**config.mk**
```make
export PLATFORM = sky130hd
export DESIGN_NAME = tune_cmd_seq
export DESIGN_NICKNAME = d
export VERILOG_FILES = /design/src/rtl/tcs_pkg.sv /design/src/rtl/tcs_power.sv /design/src/rtl/tcs_cmd_fsm.sv /design/src/rtl/tcs_tune_flag.sv /design/src/rtl/tune_cmd_seq.sv
export SDC_FILE = /design/constraint.sdc
export NUM_CORES = 1
export LEC_CHECK = 0
export ABC_CLOCK_PERIOD_IN_PS = 3100
export BUFFER_PORTS_ARGS = -buffer_cell sky130_fd_sc_hd__buf_2
export CORE_MARGIN = 5
export CORE_UTILIZATION = 40
export DETAILED_ROUTE_END_ITERATION = 6
export GPL_TIMING_DRIVEN = 0
export HOLD_SLACK_MARGIN = 0.08
export PLACE_DENSITY = 0.62
export SETUP_SLACK_MARGIN = 0.2
export SLEW_MARGIN = 15
export SYNTH_ARGS = -nofsm -noshare
export SYNTH_HDL_FRONTEND = slang
export SYNTH_HIERARCHICAL = 1
export SYNTH_SLANG_ARGS = --single-unit
```
**constraint.sdc**
```tcl
create_clock -name clk -period 3.1 [get_ports clk]
set_input_delay 0.155 -clock clk [delete_from_list [all_inputs] [get_ports clk]]
set_output_delay 0.155 -clock clk [all_outputs]
set_load 0.02 [all_outputs]
```
**src/rtl/tcs_pkg.sv**
```systemverilog
package tcs_pkg;

  typedef enum logic [1:0] {
    KIND_NONE = 2'd0,
    KIND_MEAS = 2'd1,
    KIND_ADJ  = 2'd2,
    KIND_TUNE = 2'd3
  } cmd_kind_e;

  typedef enum logic [1:0] {
    CODE_OK     = 2'd0,
    CODE_DACLIM = 2'd1,
    CODE_FORCED = 2'd2,
    CODE_BUSY   = 2'd3
  } cmd_code_e;

  // Duration of a command in reference ticks.
  function automatic int unsigned kind_ticks(input cmd_kind_e kind, input logic am_band,
                                             input int unsigned meas_t, input int unsigned adj_t,
                                             input int unsigned fm_t, input int unsigned am_t);
    case (kind)
      KIND_MEAS: return meas_t;
      KIND_ADJ:  return adj_t;
      KIND_TUNE: return am_band ? am_t : fm_t;
      default:   return 0;
    endcase
  endfunction

  function automatic int unsigned max4(input int unsigned a, input int unsigned b,
                                       input int unsigned c, input int unsigned d);
    int unsigned m;
    m = a;
    if (b > m) m = b;
    if (c > m) m = c;
    if (d > m) m = d;
    return m;
  endfunction

endpackage

```
**src/rtl/tcs_power.sv**
```systemverilog
module tcs_power #(
  parameter int unsigned POR_TICKS    = 40,
  parameter int unsigned SETTLE_TICKS = 1200
) (
  input  logic clk,
  input  logic rst_n,
  input  logic tick_i,
  input  logic pwr_wr_i,
  input  logic pwr_val_i,
  output logic pwr_o,
  output logic ready_o,
  output logic por_fire_o
);
  localparam int POR_W = $clog2(POR_TICKS + 1);
  localparam int STL_W = $clog2(SETTLE_TICKS + 1);

  logic [POR_W-1:0] por_cnt_q;
  logic             por_done_q;
  logic [STL_W-1:0] settle_q;
  logic             pwr_q;
  logic             pwr_nxt;
  logic             pwr_rise;

  assign por_fire_o = !por_done_q && tick_i && (por_cnt_q == POR_W'(1));
  assign pwr_nxt    = por_fire_o ? 1'b0 : (pwr_wr_i ? pwr_val_i : pwr_q);
  assign pwr_rise   = !pwr_q && pwr_nxt;

  always_ff @(posedge clk) begin
    if (!rst_n) begin
      por_cnt_q  <= POR_W'(POR_TICKS);
      por_done_q <= 1'b0;
      pwr_q      <= 1'b1;
      settle_q   <= STL_W'(SETTLE_TICKS);
    end else begin
      pwr_q <= pwr_nxt;
      if (!por_done_q && tick_i) begin
        por_cnt_q <= por_cnt_q - POR_W'(1);
        if (por_fire_o) por_done_q <= 1'b1;
      end
      if (pwr_rise) settle_q <= STL_W'(SETTLE_TICKS);
      else if (tick_i && settle_q != '0) settle_q <= settle_q - STL_W'(1);
    end
  end

  assign pwr_o   = pwr_q;
  assign ready_o = pwr_q && (settle_q == '0);

  AST_READY_NEEDS_PWR: assert property (@(posedge clk) disable iff (!rst_n)
    ready_o |-> pwr_o);
  AST_POR_CLEARS_PWR: assert property (@(posedge clk) disable iff (!rst_n)
    por_fire_o |=> !pwr_o);
  AST_RISE_NOT_READY: assert property (@(posedge clk) disable iff (!rst_n)
    $rose(pwr_o) |-> !ready_o);

endmodule

```
**src/rtl/tcs_cmd_fsm.sv**
```systemverilog
module tcs_cmd_fsm
  import tcs_pkg::*;
#(
  parameter int unsigned CNT_W  = 11,
  parameter int unsigned MEAS_T = 134,
  parameter int unsigned ADJ_T  = 540,
  parameter int unsigned FM_T   = 105,
  parameter int unsigned AM_T   = 158
) (
  input  logic      clk,
  input  logic      rst_n,
  input  logic      tick_i,
  input  logic      ready_i,
  input  logic      pwr_i,
  input  logic      lo_wr_i,
  input  logic      hi_wr_i,
  input  logic      abort_wr_i,
  input  cmd_kind_e kind_i,
  input  logic      am_i,
  input  logic      dac_lim_i,
  output logic      busy_o,
  output cmd_code_e code_o,
  output logic      tune_launch_o,
  output logic      tune_done_o,
  output logic      tune_active_o
);
  logic             armed_q;
  logic             busy_q;
  logic [CNT_W-1:0] rem_q;
  cmd_kind_e        cur_q;
  cmd_code_e        code_q;

  logic launch_evt, cancel_evt, dac_evt, expire_evt;

  assign launch_evt = hi_wr_i && armed_q && ready_i && !busy_q && (kind_i != KIND_NONE);
  assign cancel_evt = busy_q && (abort_wr_i || !pwr_i);
  assign dac_evt    = busy_q && !cancel_evt && dac_lim_i;
  assign expire_evt = busy_q && !cancel_evt && !dac_evt && tick_i && (rem_q == CNT_W'(1));

  always_ff @(posedge clk) begin
    if (!rst_n) begin
      armed_q <= 1'b0;
      busy_q  <= 1'b0;
      rem_q   <= '0;
      cur_q   <= KIND_NONE;
      code_q  <= CODE_OK;
    end else begin
      if (lo_wr_i) armed_q <= 1'b1;
      else if (hi_wr_i) armed_q <= 1'b0;
      if (launch_evt) begin
        busy_q <= 1'b1;
        rem_q  <= CNT_W'(kind_ticks(kind_i, am_i, MEAS_T, ADJ_T, FM_T, AM_T));
        cur_q  <= kind_i;
        code_q <= CODE_BUSY;
      end else if (cancel_evt) begin
        busy_q <= 1'b0;
        code_q <= CODE_FORCED;
      end else if (dac_evt) begin
        busy_q <= 1'b0;
        code_q <= CODE_DACLIM;
      end else if (expire_evt) begin
        busy_q <= 1'b0;
        code_q <= CODE_OK;
      end else if (busy_q && tick_i) begin
        rem_q <= rem_q - CNT_W'(1);
      end
    end
  end

  assign busy_o        = busy_q;
  assign code_o        = code_q;
  assign tune_launch_o = launch_evt && (kind_i == KIND_TUNE);
  assign tune_done_o   = expire_evt && (cur_q == KIND_TUNE);
  assign tune_active_o = busy_q && (cur_q == KIND_TUNE);

  AST_START_NEEDS_READY: assert property (@(posedge clk) disable iff (!rst_n)
    $rose(busy_q) |-> $past(ready_i && hi_wr_i));
  AST_DAC_ENDS: assert property (@(posedge clk) disable iff (!rst_n)
    (busy_q && dac_lim_i && pwr_i && !abort_wr_i) |=> (code_o == CODE_DACLIM && !busy_o));
  AST_ABORT_ENDS: assert property (@(posedge clk) disable iff (!rst_n)
    (busy_q && abort_wr_i) |=> (code_o == CODE_FORCED && !busy_o));
  AST_IDLE_ABORT_QUIET: assert property (@(posedge clk) disable iff (!rst_n)
    (!busy_q && abort_wr_i && !hi_wr_i) |=> $stable(code_o));
  AST_BUSY_HOLDS_REM: assert property (@(posedge clk) disable iff (!rst_n)
    (busy_q && !tick_i) |=> (busy_q && $stable(rem_q)) || !busy_q);

endmodule

```
**src/rtl/tcs_tune_flag.sv**
```systemverilog
module tcs_tune_flag (
  input  logic clk,
  input  logic rst_n,
  input  logic pwr_i,
  input  logic tune_launch_i,
  input  logic tune_done_i,
  input  logic tune_active_i,
  input  logic lock_i,
  input  logic range_lost_i,
  input  logic irq_clr_i,
  output logic tuned_o,
  output logic irq_o
);
  logic tuned_q, irq_q, lock_seen_q;
  logic tuned_nxt, tuned_fall;

  always_comb begin
    tuned_nxt = tuned_q;
    if (!pwr_i || tune_launch_i || range_lost_i) tuned_nxt = 1'b0;
    else if (tune_done_i && (lock_seen_q || lock_i)) tuned_nxt = 1'b1;
  end

  assign tuned_fall = tuned_q && !tuned_nxt;

  always_ff @(posedge clk) begin
    if (!rst_n) begin
      tuned_q     <= 1'b0;
      irq_q       <= 1'b0;
      lock_seen_q <= 1'b0;
    end else begin
      tuned_q <= tuned_nxt;
      irq_q   <= tuned_fall || (irq_q && !irq_clr_i);
      if (tune_launch_i) lock_seen_q <= 1'b0;
      else if (tune_active_i && lock_i) lock_seen_q <= 1'b1;
    end
  end

  assign tuned_o = tuned_q;
  assign irq_o   = irq_q;

  AST_IRQ_ON_FALL: assert property (@(posedge clk) disable iff (!rst_n)
    $rose(irq_q) |-> ($past(tuned_q) && !tuned_q));
  AST_NO_IRQ_ON_RISE: assert property (@(posedge clk) disable iff (!rst_n)
    $rose(tuned_q) |-> !$rose(irq_q));
  AST_RANGE_CLEARS: assert property (@(posedge clk) disable iff (!rst_n)
    range_lost_i |=> !tuned_q);

endmodule

```
**src/rtl/tune_cmd_seq.sv**
```systemverilog
module tune_cmd_seq
  import tcs_pkg::*;
#(
  parameter int unsigned AW           = 8,
  parameter int unsigned DW           = 8,
  parameter int unsigned ID0_ADDR     = 8'h00,
  parameter int unsigned ID1_ADDR     = 8'h01,
  parameter int unsigned MODE_ADDR    = 8'h13,
  parameter int unsigned TGT_LO_ADDR  = 8'h16,
  parameter int unsigned TGT_HI_ADDR  = 8'h17,
  parameter int unsigned IRQCLR_ADDR  = 8'h1E,
  parameter int unsigned PWR_ADDR     = 8'h1F,
  parameter int unsigned POR_TICKS    = 40,
  parameter int unsigned SETTLE_TICKS = 1200,
  parameter int unsigned MEAS_TICKS   = 134,
  parameter int unsigned ADJ_TICKS    = 540,
  parameter int unsigned FM_TICKS     = 105,
  parameter int unsigned AM_TICKS     = 158
) (
  input  logic          clk,
  input  logic          rst_n,
  input  logic          tick_i,
  input  logic          wr_en_i,
  input  logic [AW-1:0] wr_addr_i,
  input  logic [DW-1:0] wr_data_i,
  input  logic          lock_i,
  input  logic          range_lost_i,
  input  logic          dac_limit_i,
  output logic [1:0]    status_o,
  output logic          busy_o,
  output logic          tuned_o,
  output logic          irq_o,
  output logic          radio_pwr_o,
  output logic          cmd_ready_o,
  output logic [2*DW-1:0] target_o
);
  localparam int unsigned MAX_T = max4(MEAS_TICKS, ADJ_TICKS, FM_TICKS, AM_TICKS);
  localparam int unsigned CNT_W = $clog2(MAX_T + 1);

  // Address decode, brought out as named events.
  logic wr_mode, wr_lo, wr_hi, wr_abort, wr_irqclr, wr_pwr;
  assign wr_mode   = wr_en_i && (wr_addr_i == AW'(MODE_ADDR));
  assign wr_lo     = wr_en_i && (wr_addr_i == AW'(TGT_LO_ADDR));
  assign wr_hi     = wr_en_i && (wr_addr_i == AW'(TGT_HI_ADDR));
  assign wr_abort  = wr_en_i && ((wr_addr_i == AW'(ID0_ADDR)) || (wr_addr_i == AW'(ID1_ADDR)));
  assign wr_irqclr = wr_en_i && (wr_addr_i == AW'(IRQCLR_ADDR)) && wr_data_i[0];
  assign wr_pwr    = wr_en_i && (wr_addr_i == AW'(PWR_ADDR));

  cmd_kind_e     kind_q;
  logic          am_q;
  logic [DW-1:0] tgt_lo_q, tgt_hi_q;

  always_ff @(posedge clk) begin
    if (!rst_n) begin
      kind_q   <= KIND_NONE;
      am_q     <= 1'b0;
      tgt_lo_q <= '0;
      tgt_hi_q <= '0;
    end else begin
      if (wr_mode) begin
        kind_q <= cmd_kind_e'(wr_data_i[1:0]);
        am_q   <= wr_data_i[2];
      end
      if (wr_lo) tgt_lo_q <= wr_data_i;
      if (wr_hi) tgt_hi_q <= wr_data_i;
    end
  end

  logic pwr, ready, por_fire;
  logic tune_launch, tune_done, tune_active;
  cmd_code_e code;

  tcs_power #(
    .POR_TICKS   (POR_TICKS),
    .SETTLE_TICKS(SETTLE_TICKS)
  ) i_power (
    .clk       (clk),
    .rst_n     (rst_n),
    .tick_i    (tick_i),
    .pwr_wr_i  (wr_pwr),
    .pwr_val_i (wr_data_i[0]),
    .pwr_o     (pwr),
    .ready_o   (ready),
    .por_fire_o(por_fire)
  );

  tcs_cmd_fsm #(
    .CNT_W (CNT_W),
    .MEAS_T(MEAS_TICKS),
    .ADJ_T (ADJ_TICKS),
    .FM_T  (FM_TICKS),
    .AM_T  (AM_TICKS)
  ) i_fsm (
    .clk          (clk),
    .rst_n        (rst_n),
    .tick_i       (tick_i),
    .ready_i      (ready),
    .pwr_i        (pwr),
    .lo_wr_i      (wr_lo),
    .hi_wr_i      (wr_hi),
    .abort_wr_i   (wr_abort),
    .kind_i       (kind_q),
    .am_i         (am_q),
    .dac_lim_i    (dac_limit_i),
    .busy_o       (busy_o),
    .code_o       (code),
    .tune_launch_o(tune_launch),
    .tune_done_o  (tune_done),
    .tune_active_o(tune_active)
  );

  tcs_tune_flag i_flag (
    .clk          (clk),
    .rst_n        (rst_n),
    .pwr_i        (pwr),
    .tune_launch_i(tune_launch),
    .tune_done_i  (tune_done),
    .tune_active_i(tune_active),
    .lock_i       (lock_i),
    .range_lost_i (range_lost_i),
    .irq_clr_i    (wr_irqclr),
    .tuned_o      (tuned_o),
    .irq_o        (irq_o)
  );

  assign status_o    = code;
  assign radio_pwr_o = pwr;
  assign cmd_ready_o = ready;
  assign target_o    = {tgt_hi_q, tgt_lo_q};

  AST_PWR_OFF_ENDS: assert property (@(posedge clk) disable iff (!rst_n)
    (busy_o && !radio_pwr_o) |=> (!busy_o && status_o == 2'd2));
  AST_PWR_OFF_UNTUNED: assert property (@(posedge clk) disable iff (!rst_n)
    !radio_pwr_o |=> !tuned_o);
  AST_NO_START_UNREADY: assert property (@(posedge clk) disable iff (!rst_n)
    (!cmd_ready_o && !busy_o) |=> !busy_o);
  AST_POR_SEEN: assert property (@(posedge clk) disable iff (!rst_n)
    por_fire |=> !cmd_ready_o);

endmodule

```
After elaboration in Yosys (flattened, before gate mapping)
Index checks and enable logic that the tools add are counted.
{ "op_classes": {"addsub": 3, "eq_ne": 15, "muxes": 21, "bitwise": 1, "n_reduce_logical": 54} }
{ "op_table": {"columns": ["operator", "n"], "rows": [
  ["2-to-1 mux 10 bit", 5],
  ["== test 8 x 5 -> 1 bit, second input constant", 5],
  ["logical AND 1 bit", 30],
  ["one-hot mux 10 bit (3 select lines)", 1],
  ["zero test 11 bit", 1],
  ["nonzero test 11 bit", 1],
  ["subtractor 11 x 1 -> 11 bit, second input constant", 1],
  ["== test 10 x 1 -> 1 bit, second input constant", 1],
  ["2-to-1 mux 1 bit", 10],
  ["subtractor 10 x 1 -> 10 bit, second input constant", 1],
  ["== test 8 x 1 -> 1 bit, second input constant", 1],
  ["zero test 8 bit", 1],
  ["2-to-1 mux 2 bit", 4],
  ["2-to-1 mux 8 bit", 1],
  ["zero test 1 bit", 7],
  ["== test 2 bit, second input constant", 3],
  ["== test 6 x 1 -> 1 bit, second input constant", 1],
  ["logical OR 1 bit", 6],
  ["inequality test 2 x 1 -> 1 bit, second input constant", 3],
  ["nonzero test 2 bit", 3],
  ["subtractor 6 x 1 -> 6 bit, second input constant", 1],
  ["AND reduction 4 bit", 1],
  ["nonzero test 4 bit", 1],
  ["OR reduction 2 bit", 2],
  ["3 further kinds", 3]
]} }
{ "totals": {"regBits": 57, "output_inout_bits": 23, "word_cells": 110} }

Logic depth before layout (Yosys ltp)
Gate-level depths: netlist (run 1).
{ "logic_depth": {"word_depth": 19, "depth_mapped": 12} }

Cells and area by module
The synthesis (run 1) kept the hierarchy.
{ "modules_own_cells": {"columns": ["mod", "n_inst", "cells_each", "area_per_inst_um2", "seq_area_each_um2"], "rows": [
  ["tcs_power", 1, 106, 997.2, 380.4],
  ["tcs_cmd_fsm", 1, 113, 957.2, 320.3],
  ["tune_cmd_seq", 1, 86, 787.0, 380.4],
  ["tcs_tune_flag", 1, 11, 118.9, 60.1]
]} }

Worst setup path after synthesis (run 1)
OpenSTA, ideal clock, no wires.
{ "synth_path": {"path_kind": "flip-flop to flip-flop", "from": "register i_power.settle_q[0]", "to": "register i_fsm.rem_q[0]", "setup_time_ns": 0.086, "arrival_time_ns": 2.573, "required_time_ns": 3.014, "slack_ns": 0.440, "path_stages_with_launch": 12, "period_less_slack_ns": 2.660, "path_cell_list": "dfxtp_1 inv_1 ha_1 or3b_1 nor3_2 and2_1 and4b_1 clkbuf_1 o21a_1 buf_4 a21oi_2 a221oi_2"} }
{ "synth_via": {"elab_chain_cells": 7, "elab_cells_between_ends": 11, "cone_classes": "3 x eq/ne; 1 x mux; 7 x reduce/logical"} }
{ "synth_rtl": {"columns": ["element", "line", "text"], "rows": [
  ["from (decl)", "tcs_power.sv:19", "logic [STL_W-1:0] settle_q;"],
  ["from (signal assigned)", "tcs_power.sv:33", "settle_q <= STL_W'(SETTLE_TICKS);"],
  ["from (signal assigned)", "tcs_power.sv:40", "if (pwr_rise) settle_q <= STL_W'(SETTLE_TICKS);"],
  ["from (signal assigned)", "tcs_power.sv:41", "else if (tick_i && settle_q != '0) settle_q <= settle_q - STL_W'(1);"],
  ["zero test 11 bit (*)", "tcs_power.sv:46", "assign ready_o = pwr_q && (settle_q == '0);"],
  ["logical AND 1 bit (*)", "tcs_power.sv:46", null],
  ["named net cmd_ready_o", "tune_cmd_seq.sv:34", "output logic cmd_ready_o,"],
  ["logical AND 1 bit (*) (3 in series)", "tcs_cmd_fsm.sv:35", "assign launch_evt = hi_wr_i && armed_q && ready_i && !busy_q && (kind_i != KIND_NONE);"],
  ["inequality test 2 x 1 -> 1 bit (no line) / nonzero test 2 bit (equally long branches)", null, null],
  ["AND reduction 4 bit (no line)", null, null],
  ["to (signal assigned)", "tcs_cmd_fsm.sv:52", "rem_q <= CNT_W'(kind_ticks(kind_i, am_i, MEAS_T, ADJ_T, FM_T, AM_T));"],
  ["to (signal assigned)", "tcs_cmd_fsm.sv:65", "rem_q <= rem_q - CNT_W'(1);"],
  ["to (decl)", "tcs_cmd_fsm.sv:29", "logic [CNT_W-1:0] rem_q;"]
]} }
Mark *: on every way through the listed nets, which the timed path passes. The rest lies on a longest branch.
A chain may end at the register's enable or synchronous reset.

Worst setup path in the final report (run 1)
{ "layout_path": {"from": "register i_power.settle_q[0]", "to": "register i_fsm.rem_q[0]"} }
{ "layout_via": {"elab_chain_cells": 7, "elab_cells_between_ends": 11, "cone_classes": "3 x eq/ne; 1 x mux; 7 x reduce/logical"} }
{ "layout_rtl": {"columns": ["element", "line"], "rows": [
  ["zero test 11 bit (*)", "tcs_power.sv:46"],
  ["logical AND 1 bit (*)", "tcs_power.sv:46"],
  ["logical AND 1 bit (*) (3 in series)", "tcs_cmd_fsm.sv:35"],
  ["inequality test 2 x 1 -> 1 bit (no line) / nonzero test 2 bit (equally long branches)", null],
  ["AND reduction 4 bit (no line)", null]
]} }
Every way passes the cells marked *; elsewhere a longest branch is shown, timed or not.

==> results of run 1 <==
==> power by group <==
part	leakage (nW)	switching, W	internal, W
logic	0.804	0.0000627	0.0000548
clock network	0.115	0.000321	0.000533
registers	0.461	0.0000164	0.000749
==> logic make-up (layout without fill, tap and decap cells) <==
logic type | Yosys count | after routing
XOR/XNOR | 11 | 11
buffers and inverters | 27 | 93
multiplexers | 21 | 21
AO/OA/AOI/OAI | 54 | 54
flip-flops | 57 | 57
AND/OR/NAND/NOR | 140 | 140
adder cells (fa/ha/maj) | 6 | 6
==> placed cells by master, fill, tap and decap left out, types with 3 or more instances in the layout <==
| cell | n |
|---|---|
| dfxtp_1 | 57 |
| nand2_1 | 54 |
| buf_2 | 50 |
| mux2i_1 | 21 |
| nor2_1 | 17 |
| inv_1 | 12 |
| a21oi_1 | 12 |
| nor3_1 | 11 |
| clkbuf_8 | 9 |
| nand3_1 | 8 |
| xnor2_1 | 8 |
| o21ai_1 | 6 |
| ha_1 | 6 |
| nor4_1 | 5 |
| clkbuf_1 | 5 |
| dlygate4sd3_1 | 5 |
| nand2b_1 | 4 |
| or3_2 | 4 |
| or4_1 | 4 |
| o21ai_0 | 4 |
| a21oi_2 | 4 |
| bufinv_16 | 3 |
| o21a_1 | 3 |
| and4b_1 | 3 |
| buf_4 | 3 |
| xor2_1 | 3 |
| a31oi_1 | 3 |
| or3_1 | 3 |
| and2_1 | 3 |
==> area by class of cell <==
cell class              count  area [µm²]
inverters                  12       45.04
fillers                   668        3361
plain buffers              15       82.58
clock buffers               9       123.9
multi-input cells         232        1602
well taps                  96       120.1
repair buffers             50       275.3
clock inverters             7       118.9
flip-flops and latches     57        1141
==> final timing paths <==
path                         end  slack (ps)  cells past startpoint           startpoint
setup / recovery  i_fsm/rem_q[0]         430                     11  i_power/settle_q[0]
hold reg to reg      tgt_hi_q[3]         460                      2          tgt_hi_q[3]
setup reg to reg  i_fsm/rem_q[0]         430                     11  i_power/settle_q[0]
hold / removal       tgt_hi_q[4]          90                      3         wr_data_i[4]
==> stage by stage <==
step	area (µm²)	std cells	total power, W
final	3508	478	0.001737
after floorplan	2860	316	0.0008546
after CTS	3498	478	0.001757
after global placement	3206	457	0.0008923
after detailed placement	3206	457	0.0008948
after global routing	3508	478	0.001812
==> flip-flops by register name, summed over array words and instances (netlist names) <==
name / flops
i_power/pwr_o: 1
i_fsm/armed_q: 1
i_flag/irq_o: 1
i_fsm/rem_q: 10
i_fsm/busy_o: 1
tgt_lo_q: 8
i_fsm/code_o: 2
am_q: 1
i_flag/lock_seen_q: 1
i_power/por_cnt_q: 6
tgt_hi_q: 8
kind_q: 2
i_power/settle_q: 11
i_power/por_done_q: 1
i_fsm/cur_q: 2
i_flag/tuned_o: 1
==> timing repair <==
item | in CTS | in global routing
endpoints found under the setup margin | 0 | 12
hold buffers | 5 | 0
gates resized for setup | 0 | 4
hold endpoints to repair | 9 | 0
==> per-layer routing <==
metal	up-vias	share of wire, %	track usage, %
li1	1255	-	-
met1	1135	49	20.71
met2	56	43	24.05
met3	12	6.2	4.143
met4	0	1.9	8.774
met5	-	0	0
==> worst register-to-register path: cells and delay by family, from the launching register on <==
kind,cells,cell delay (ps)
AND/OR/NAND/NOR,4,1070
flip-flops,1,320
buffers and inverters,3,490
adder cells (fa/ha/maj),1,170
AO/OA/AOI/OAI,3,540
==> flow_summary_export.csv, run 1 <==
group,metric,value,unit
critical_path,critPathMaxFanout,10,
critical_path,slowest_stage,"or3b_4",
critical_path,startpoint_type,"flop",
place,gp_congestion,0.8245,
critical_path,slowest_delay,430,ps
critical_path,crit_arrival,2930,ps
place,hpwlAfterDp,4668,µm
pwr,powerDensity,495.0,nW/µm²
run,drv_cap,0,
place,preCtsSetupSlack,253.0,ps
drt,wl_per_cell,13.59,µm
final_layout,final_nets,406,
yosys,synthAdderAreaFrac,2.625,%
clock_network,cts.htree.levels,3,
yosys,synth-seq-cells,57,
clock_network,cts_buffers,9,
global_route,antenna_found_initial,0,
yosys,ys_types,61,
yosys,synth-edff-count,0,
clock_network,worst_skew_pair.late_latency,340,ps
critical_path,crit_type,"reg -> reg",
yosys,muxShareOfSynthArea,7.349,%
drt,vias,2458,
yosys,post-synth-top-area-fraction,39.90,%
yosys,syn-cell-area,2860,µm²
clock_network,cts_buffer_depth,2,
sta,fin_ws,431.2,ps
final_layout,utilization,51.07,%
global_route,grt_pass1_vias,2427,
sta,finClkSkew,10.69,ps
final_layout,num_antenna_cells,0,
yosys,syn-num-nets,345,
sta,hold_viol_final,0,
yosys,avgSynthCellArea,9.051,µm²
sta,grt_setup_unrepaired,"no",
clock_network,cts.sinks,57,
sta,fin_crit,2669,ps
die,rows,30,
yosys,synth_ff_type,"dfxtp_1",
status,status,"completed",
global_route,grt_max_degree,13,
yosys,synth_top_family_by_area,"simple AND/OR/NAND/NOR gates",
final_layout,drive_gt1_share,25.65,%
die,io_pins,46,
final_layout,area.growth.synth_to_final,22.66,%
sta,fin_crit_sh,86.09,%
global_route,overflow,0,
die,dieArea,8942,µm²
sta,fmax,374.7,MHz
yosys,synth.most_common_cell,"dfxtp_1",
hold_path,worst_hold_path_type,"in -> reg",
place,numPortBuffers,45,
drt,vias_per_cell,5.142,
yosys,synthTopCellsByArea,"dfxtp_1 40%, mux2i_1 7.3%, nand2_1 7.1%",
yosys,synthArstFlopShare,0,%
clock_network,post-cts-setup-buffer-count,0,
die,die_w,94.56,µm
drt,final_antenna_net_count,0,
yosys,synth_compound_area_share,15.88,%
yosys,synth_cells,316,
yosys,synth.top_cells.by_count,"57 x dfxtp_1, 54 x nand2_1, 21 x mux2i_1",
drt,firstDrtPassIters,4,
sta,relSlewSlack,65.98,%
clock_network,clkTransAtPathRegs,70,ps
global_route,track_usage,15.95,%
critical_path,critPathCaptureType,"flop",
clock_network,root_buffer,"clkbuf_8",
drt,drtIter0Drc,125,
yosys,yosys_warnings,6,
critical_path,critPathTopFamily,"simple AND/OR/NAND/NOR gates",
pwr,leakage,1.381,nW
critical_path,worstPathCellList,"inv_1 -> ha_1 -> or3b_4 -> nor3_4 -> and2_1 -> and4b_1 -> clkbuf_2 -> o21a_1 -> buf_4 -> a21oi_2 -> a221oi_2",
critical_path,required,3360,ps
sta,fin_tns_setup,0,ps
sta,maxSlewViolCount,0,
sta,holdWs,90.44,ps
die,die_h,94.56,µm
die,start_util,41.64,%
clock_network,cts_tree,"yes",
critical_path,path_buf_inv,3,
sta,finalSetupViolations,0,
drt,route.detailed.drc,0,
yosys,synth-xor-area-share,3.368,%
yosys,seq_area_frac_synth,39.90,%
yosys,synth-simple-area-share,26.47,%
global_route,grt_pass1_wl,11180,µm
yosys,synth_top_area_cell,"dfxtp_1",
sta,worst_slew_pin_slew,509.1,ps
pwr,ir_drop,0.0002948,V
drt,wl,6494,µm
die,core,6869,µm²
(Power assumes the default switching activity.)
==> inputs of run 2 (changes only) <==
--- a/config.mk
+++ b/config.mk
@@ -7,12 +7,14 @@
 export LEC_CHECK = 0
 export ABC_CLOCK_PERIOD_IN_PS = 3100
 export BUFFER_PORTS_ARGS = -buffer_cell sky130_fd_sc_hd__buf_2
+export CELL_PAD_IN_SITES_DETAIL_PLACEMENT = 1
+export CELL_PAD_IN_SITES_GLOBAL_PLACEMENT = 1
 export CORE_MARGIN = 5
 export CORE_UTILIZATION = 40
 export DETAILED_ROUTE_END_ITERATION = 6
 export GPL_TIMING_DRIVEN = 0
 export HOLD_SLACK_MARGIN = 0.08
-export PLACE_DENSITY = 0.62
+export PLACE_DENSITY = 0.77
 export SETUP_SLACK_MARGIN = 0.2
 export SLEW_MARGIN = 15
 export SYNTH_ARGS = -nofsm -noshare
==> run 2 against run 1 <==
Compared with the run above: first-iteration DRC count increased by 6.4%; core utilization decreased by 1.7 points; clock power decreased by 26%; sequential share of layout area increased by 1.1 points; sequential cell count unchanged; cell area decreased by 3.4%; highest routed layer unchanged; clock-buffer cell count increased by 4; maximum frequency decreased by 2.1%; critical path depth decreased by 2; power decreased by 13%; largest power group is now sequential cells; sequential power about the same.
==> flow_summary_export.csv, run 2 (synthesis gave the netlist of run 1 again) <==
group,metric,value,unit
clock_network,clkTransAtPathRegs,70,ps
critical_path,critPathMaxFanout,10,
clock_network,cts_tree,"yes",
sta,worst_slew_pin_slew,569.0,ps
global_route,grt_pass1_vias,2656,
status,status,"completed",
final_layout,drive_gt1_share,25.46,%
place,dpl_cell_area,3206,µm²
drt,vias_per_cell,5.207,
sta,finalSetupViolations,0,
pwr,leakage,1.338,nW
final_layout,top_regs,"i_power/settle_q (11), i_fsm/rem_q (10)",
drt,vias,2463,
clock_network,postCtsHoldBufs,0,
drt,drtIter0Drc,133,
final_layout,top_register,"i_power/settle_q",
die,dieArea,8942,µm²
pwr,ir_drop,0.0002295,V
final_layout,num_antenna_cells,0,
die,die_w,94.56,µm
die,die_h,94.56,µm
critical_path,crit_type,"reg -> reg",
clock_network,root_buffer,"clkbuf_8",
drt,route.detailed.drc,0,
global_route,grt_pass1_wl,12920,µm
global_route,grt_max_degree,13,
die,io_pins,46,
critical_path,startpoint_type,"flop",
critical_path,path_buf_inv,2,
clock_network,post-cts-setup-buffer-count,0,
drt,wl_per_cell,15.82,µm
sta,fmax,366.8,MHz
final_layout,final_cell_mix,"57 x dfxtp_1, 54 x nand2_1, 51 x buf_2, 21 x mux2i_1, 17 x nor2_1",
global_route,track_usage,18.35,%
sta,maxSlewViolCount,0,
clock_network,worst_skew_pair.late_latency,330,ps
sta,fin_crit,2726,ps
sta,finClkSkew,7.815,ps
pwr,powerDensity,446.3,nW/µm²
final_layout,final_common_cell,"dfxtp_1",
place,numPortBuffers,45,
final_layout,area.growth.synth_to_final,18.50,%
final_layout,final_nets,401,
run,drv_cap,0,
clock_network,cts_buffers,9,
drt,final_antenna_net_count,0,
drt,wl,7483,µm
global_route,antenna_found_initial,0,
place,gp_congestion,0.7802,
clock_network,cts.sinks,57,
die,start_util,41.64,%
hold_path,worst_hold_path_type,"in -> reg",
critical_path,required,3340,ps
sta,grt_setup_unrepaired,"no",
global_route,overflow,0,
sta,fin_tns_setup,0,ps
critical_path,crit_arrival,2970,ps
sta,hold_viol_final,0,
drt,firstDrtPassIters,4,
final_layout,nFillCells,836,
critical_path,critPathCaptureType,"flop",
critical_path,slowest_delay,630,ps
critical_path,critPathTopFamily,"simple AND/OR/NAND/NOR gates",
place,hpwlAfterDp,5425,µm
sta,relSlewSlack,61.98,%
die,core,6869,µm²
final_layout,design_area,3390,µm²
die,rows,30,
critical_path,slowest_stage,"or4_4",
sta,fin_crit_sh,87.95,%
clock_network,cts.htree.levels,3,
clock_network,cts_buffer_depth,2,
final_layout,largest_reg_flops,11,
critical_path,worstPathCellList,"or4_4 -> nor3_4 -> and2_1 -> and4b_1 -> buf_2 -> o21a_1 -> buf_4 -> a21oi_2 -> a221oi_2",
## run 2: final timing paths
path                                          start              to  slack, ps  depth (start not counted)
worst min register to register          tgt_lo_q[4]     tgt_lo_q[4]        460                          2
worst max register to register  i_power/settle_q[2]  i_fsm/rem_q[0]        370                          9
worst min-delay path                   wr_data_i[7]     tgt_hi_q[7]        100                          3
worst max-delay path            i_power/settle_q[2]  i_fsm/rem_q[0]        370                          9
## run 2: per-layer routing
layer	vias to the layer above	global-route usage (%)	share of wire, %
li1	1233	-	-
met1	1182	24.31	50
met2	42	28.96	46
met3	6	4.462	3.7
met4	0	6.731	0.73
met5	-	0	0
## run 2: final cells by class
cell class	instances	area, µm²	share of cell area, %
Tap cell	96	120.1	3.544
Sequential cell	57	1141	33.67
Clock buffer	13	158.9	4.688
Buffer	15	82.58	2.436
Inverter	12	45.04	1.329
Multi-Input combinational cell	232	1602	47.25
Clock inverter	3	15.01	0.4430
Timing Repair Buffer	45	225.2	6.645
## run 2: report_power, final
| part | leakage [nW] | switching [W] | internal (W) | total [W] |
|---|---|---|---|---|
| clock network | 0.0932 | 0.000299 | 0.000330 | 0.000629 |
| logic | 0.784 | 0.0000662 | 0.0000512 | 0.000117 |
| registers | 0.461 | 0.0000171 | 0.000749 | 0.000766 |
## run 2: tightest hold or removal path, stage by stage
cell	delay (ps)
buf_2	100
nand2_1	60
mux2i_1	60
## run 2: what timing repair did
| item | in CTS | in global routing |
|---|---|---|
| setup endpoints to repair | 5 | 9 |
| resized for setup | 1 | 3 |
| pin swaps | 0 | 1 |
## run 2: per-stage QoR
step                setup slack, ps  hold WS [ps]  instances  power [W]  utilization, %
floorplan                     440.4         288.4        316  0.0008546               -
global placement              208.0         431.4        457  0.0008934           46.67
detailed placement            122.5         441.6        457  0.0008995           46.67
CTS                           216.8         82.72        473   0.001536           49.22
global route                  209.6         109.5        473   0.001592           49.34
finish                        373.7         104.2        473   0.001513           49.34
==> inputs of run 3 (changes only) <==
--- a/config.mk
+++ b/config.mk
@@ -14,10 +14,9 @@
 export DETAILED_ROUTE_END_ITERATION = 6
 export GPL_TIMING_DRIVEN = 0
 export HOLD_SLACK_MARGIN = 0.08
-export PLACE_DENSITY = 0.77
+export PLACE_DENSITY_LB_ADDON = 0.1
 export SETUP_SLACK_MARGIN = 0.2
 export SLEW_MARGIN = 15
 export SYNTH_ARGS = -nofsm -noshare
 export SYNTH_HDL_FRONTEND = slang
-export SYNTH_HIERARCHICAL = 1
 export SYNTH_SLANG_ARGS = --single-unit
==> run 3 against run 2 <==
Compared with the run above: worst hold slack lost 7.7 ps; combinational power grew 3%; setup slack gained 470 ps; via count grew 1.8%; non-clock buffer count grew 1; clock power grew 11%; global-route usage grew 0.81 points; largest cell class unchanged.
==> flow_summary_export.csv, run 3 <==
group,metric,value,unit
status,status,"completed",
drt,route.detailed.drc,0,
yosys,synth.most_common_cell,"dfxtp_1",
final_layout,utilization,50.79,%
yosys,post-synth-top-area-fraction,42.50,%
global_route,grt_pass1_wl,12880,µm
final_layout,largest_reg_flops,11,
yosys,synth-seq-cells,57,
yosys,syn-cell-area,2685,µm²
critical_path,path_buf_inv,1,
place,gp_congestion,0.8408,
drt,final_antenna_net_count,0,
clock_network,ctsResizeCount,0,
final_layout,top_register,"i_power.settle_q",
sta,fin_tns_setup,0,ps
place,hpwlAfterDp,5648,µm
final_layout,top_regs,"i_power.settle_q (11), i_fsm.rem_q (10)",
final_layout,area.growth.synth_to_final,21.48,%
critical_path,critPathTopFamily,"simple AND/OR/NAND/NOR gates",
critical_path,slowest_delay,730,ps
critical_path,crit_arrival,2460,ps
clock_network,postCtsHoldBufs,6,
sta,fmax,443.9,MHz
pwr,powerDensity,487.4,nW/µm²
critical_path,worstPathCellList,"inv_1 -> ha_1 -> nor4bb_1 -> nand4_1 -> nor3_1 -> a311o_1 -> o211ai_1",
critical_path,slowest_stage,"nor3_1",
hold_path,worst_hold_path_type,"in -> reg",
yosys,synthTopCellsByArea,"dfxtp_1 42%, nor2_1 6.0%, mux2i_1 5.2%",
clock_network,cts_tree,"yes",
clock_network,worst_skew_pair.late_latency,330,ps
global_route,overflow,0,
yosys,syn-num-nets,334,
yosys,yosys_warnings,0,
final_layout,num_antenna_cells,0,
sta,maxSlewViolCount,0,
die,dieArea,8451,µm²
yosys,synth_cells,305,
yosys,synth_ff_type,"dfxtp_1",
clock_network,cts_buffers,9,
critical_path,crit_type,"reg -> reg",
sta,finClkSkew,10.10,ps
clock_network,cts.sinks,57,
sta,hold_viol_final,0,
final_layout,final_common_cell,"dfxtp_1",
drt,vias_per_cell,5.596,
sta,fin_crit_sh,72.67,%
final_layout,final_cell_mix,"57 x dfxtp_1, 49 x buf_2, 43 x nor2_1, 30 x nand2_1, 18 x a21oi_1",
clock_network,cts.htree.levels,3,
pwr,ir_drop,0.0003073,V
clock_network,post-cts-setup-buffer-count,0,
sta,finalSetupViolations,0,
die,rows,29,
die,die_h,91.93,µm
yosys,ys_types,53,
clock_network,clkTransAtPathRegs,60,ps
pwr,leakage,1.339,nW
drt,drtIter0Drc,91,
critical_path,required,3310,ps
yosys,avgSynthCellArea,8.804,µm²
die,core,6422,µm²
drt,vias,2507,
place,numPortBuffers,45,
global_route,antenna_found_initial,0,
yosys,synthArstFlopShare,0,%
global_route,track_usage,19.16,%
final_layout,drive_gt1_share,19.68,%
run,drv_cap,0,
critical_path,startpoint_type,"flop",
yosys,synth-edff-count,0,
sta,relSlewSlack,43.80,%
sta,worst_slew_pin_slew,836.6,ps
clock_network,cts_buffer_depth,2,
sta,grt_setup_unrepaired,"no",
die,die_w,91.93,µm
final_layout,final_nets,396,
drt,wl,7498,µm
critical_path,critPathMaxFanout,6,
yosys,seq_area_frac_synth,42.50,%
die,start_util,41.81,%
yosys,synth.top_cells.by_count,"57 x dfxtp_1, 43 x nor2_1, 30 x nand2_1",
global_route,grt_pass1_vias,2681,
clock_network,root_buffer,"clkbuf_8",
critical_path,critPathCaptureType,"flop",
sta,fin_crit,2253,ps
final_layout,nFillCells,794,
drt,wl_per_cell,16.74,µm
yosys,synth_top_area_cell,"dfxtp_1",
die,io_pins,46,
global_route,grt_max_degree,11,
drt,firstDrtPassIters,4,
## run 3: report_power, final
group	internal (W)	switching, W	total (W)	leakage, nW
combinational	0.0000534	0.0000679	0.000121	0.775
clock	0.000408	0.000290	0.000698	0.102
sequential	0.000750	0.0000208	0.000771	0.461
total	0.00121	0.000378	0.00159	1.34
## run 3: cell type report
type	instances	area, µm²	area share, %
Buffer	10	46.29	1.419
Sequential cell	57	1141	34.98
Multi-Input combinational cell	228	1460	44.76
Tap cell	77	96.34	2.954
Inverter	10	37.54	1.151
Timing Repair Buffer	51	285.3	8.746
Clock buffer	12	155.1	4.756
Clock inverter	3	40.04	1.227
## run 3: worst reg2reg max path, stage by stage (launching register included)
cell and delay [ps]:
dfxtp_1 350, inv_1 100, ha_1 170, nor4bb_1 270
nand4_1 200, nor3_1 730, a311o_1 220, o211ai_1 90
## run 3: final timing paths
kind,from,to,slack (ps),cells after the start
setup / recovery,i_power.settle_q[0],i_fsm.rem_q[4],850,7
hold / removal,wr_data_i[1],tgt_hi_q[1],100,3
setup reg to reg,i_power.settle_q[0],i_fsm.rem_q[4],850,7
hold reg to reg,i_fsm.code_o[0],i_fsm.code_o[0],460,2
## run 3: logic make-up (layout without fill, tap and decap cells)
group	after synthesis	count (layout)	synth area share (%)
compound gates	53	53	13.05
xor+xnor	17	17	5.545
fa+ha+maj	6	6	2.796
buf+inv	20	86	3.122
flops	57	57	42.50
mux	15	15	5.638
simple gates	137	137	27.35
## run 3: metrics by stage
step	std cells	setup slack (ps)	area [µm²]	hold WS, ps	power, W
2_1_floorplan	305	1222	2685	291.0	0.0008539
3_3_place_gp	427	928.9	3007	405.4	0.0008975
3_5_place_dp	427	869.3	3007	416.9	0.0009027
4_1_cts	448	858.8	3262	83.76	0.001611
5_1_grt	448	722.6	3262	112.5	0.001664
6_report	448	847.1	3262	96.44	0.001590
## run 3: routing by layer
metal / global-route usage, % / routed length [µm] / part of all wire [%]
met4: 8.292 / 162 / 2.2
met1: 22.69 / 3304 / 44
met3: 4.664 / 325 / 4.3
met5: 0 / 0 / 0
met2: 32.97 / 3706 / 49
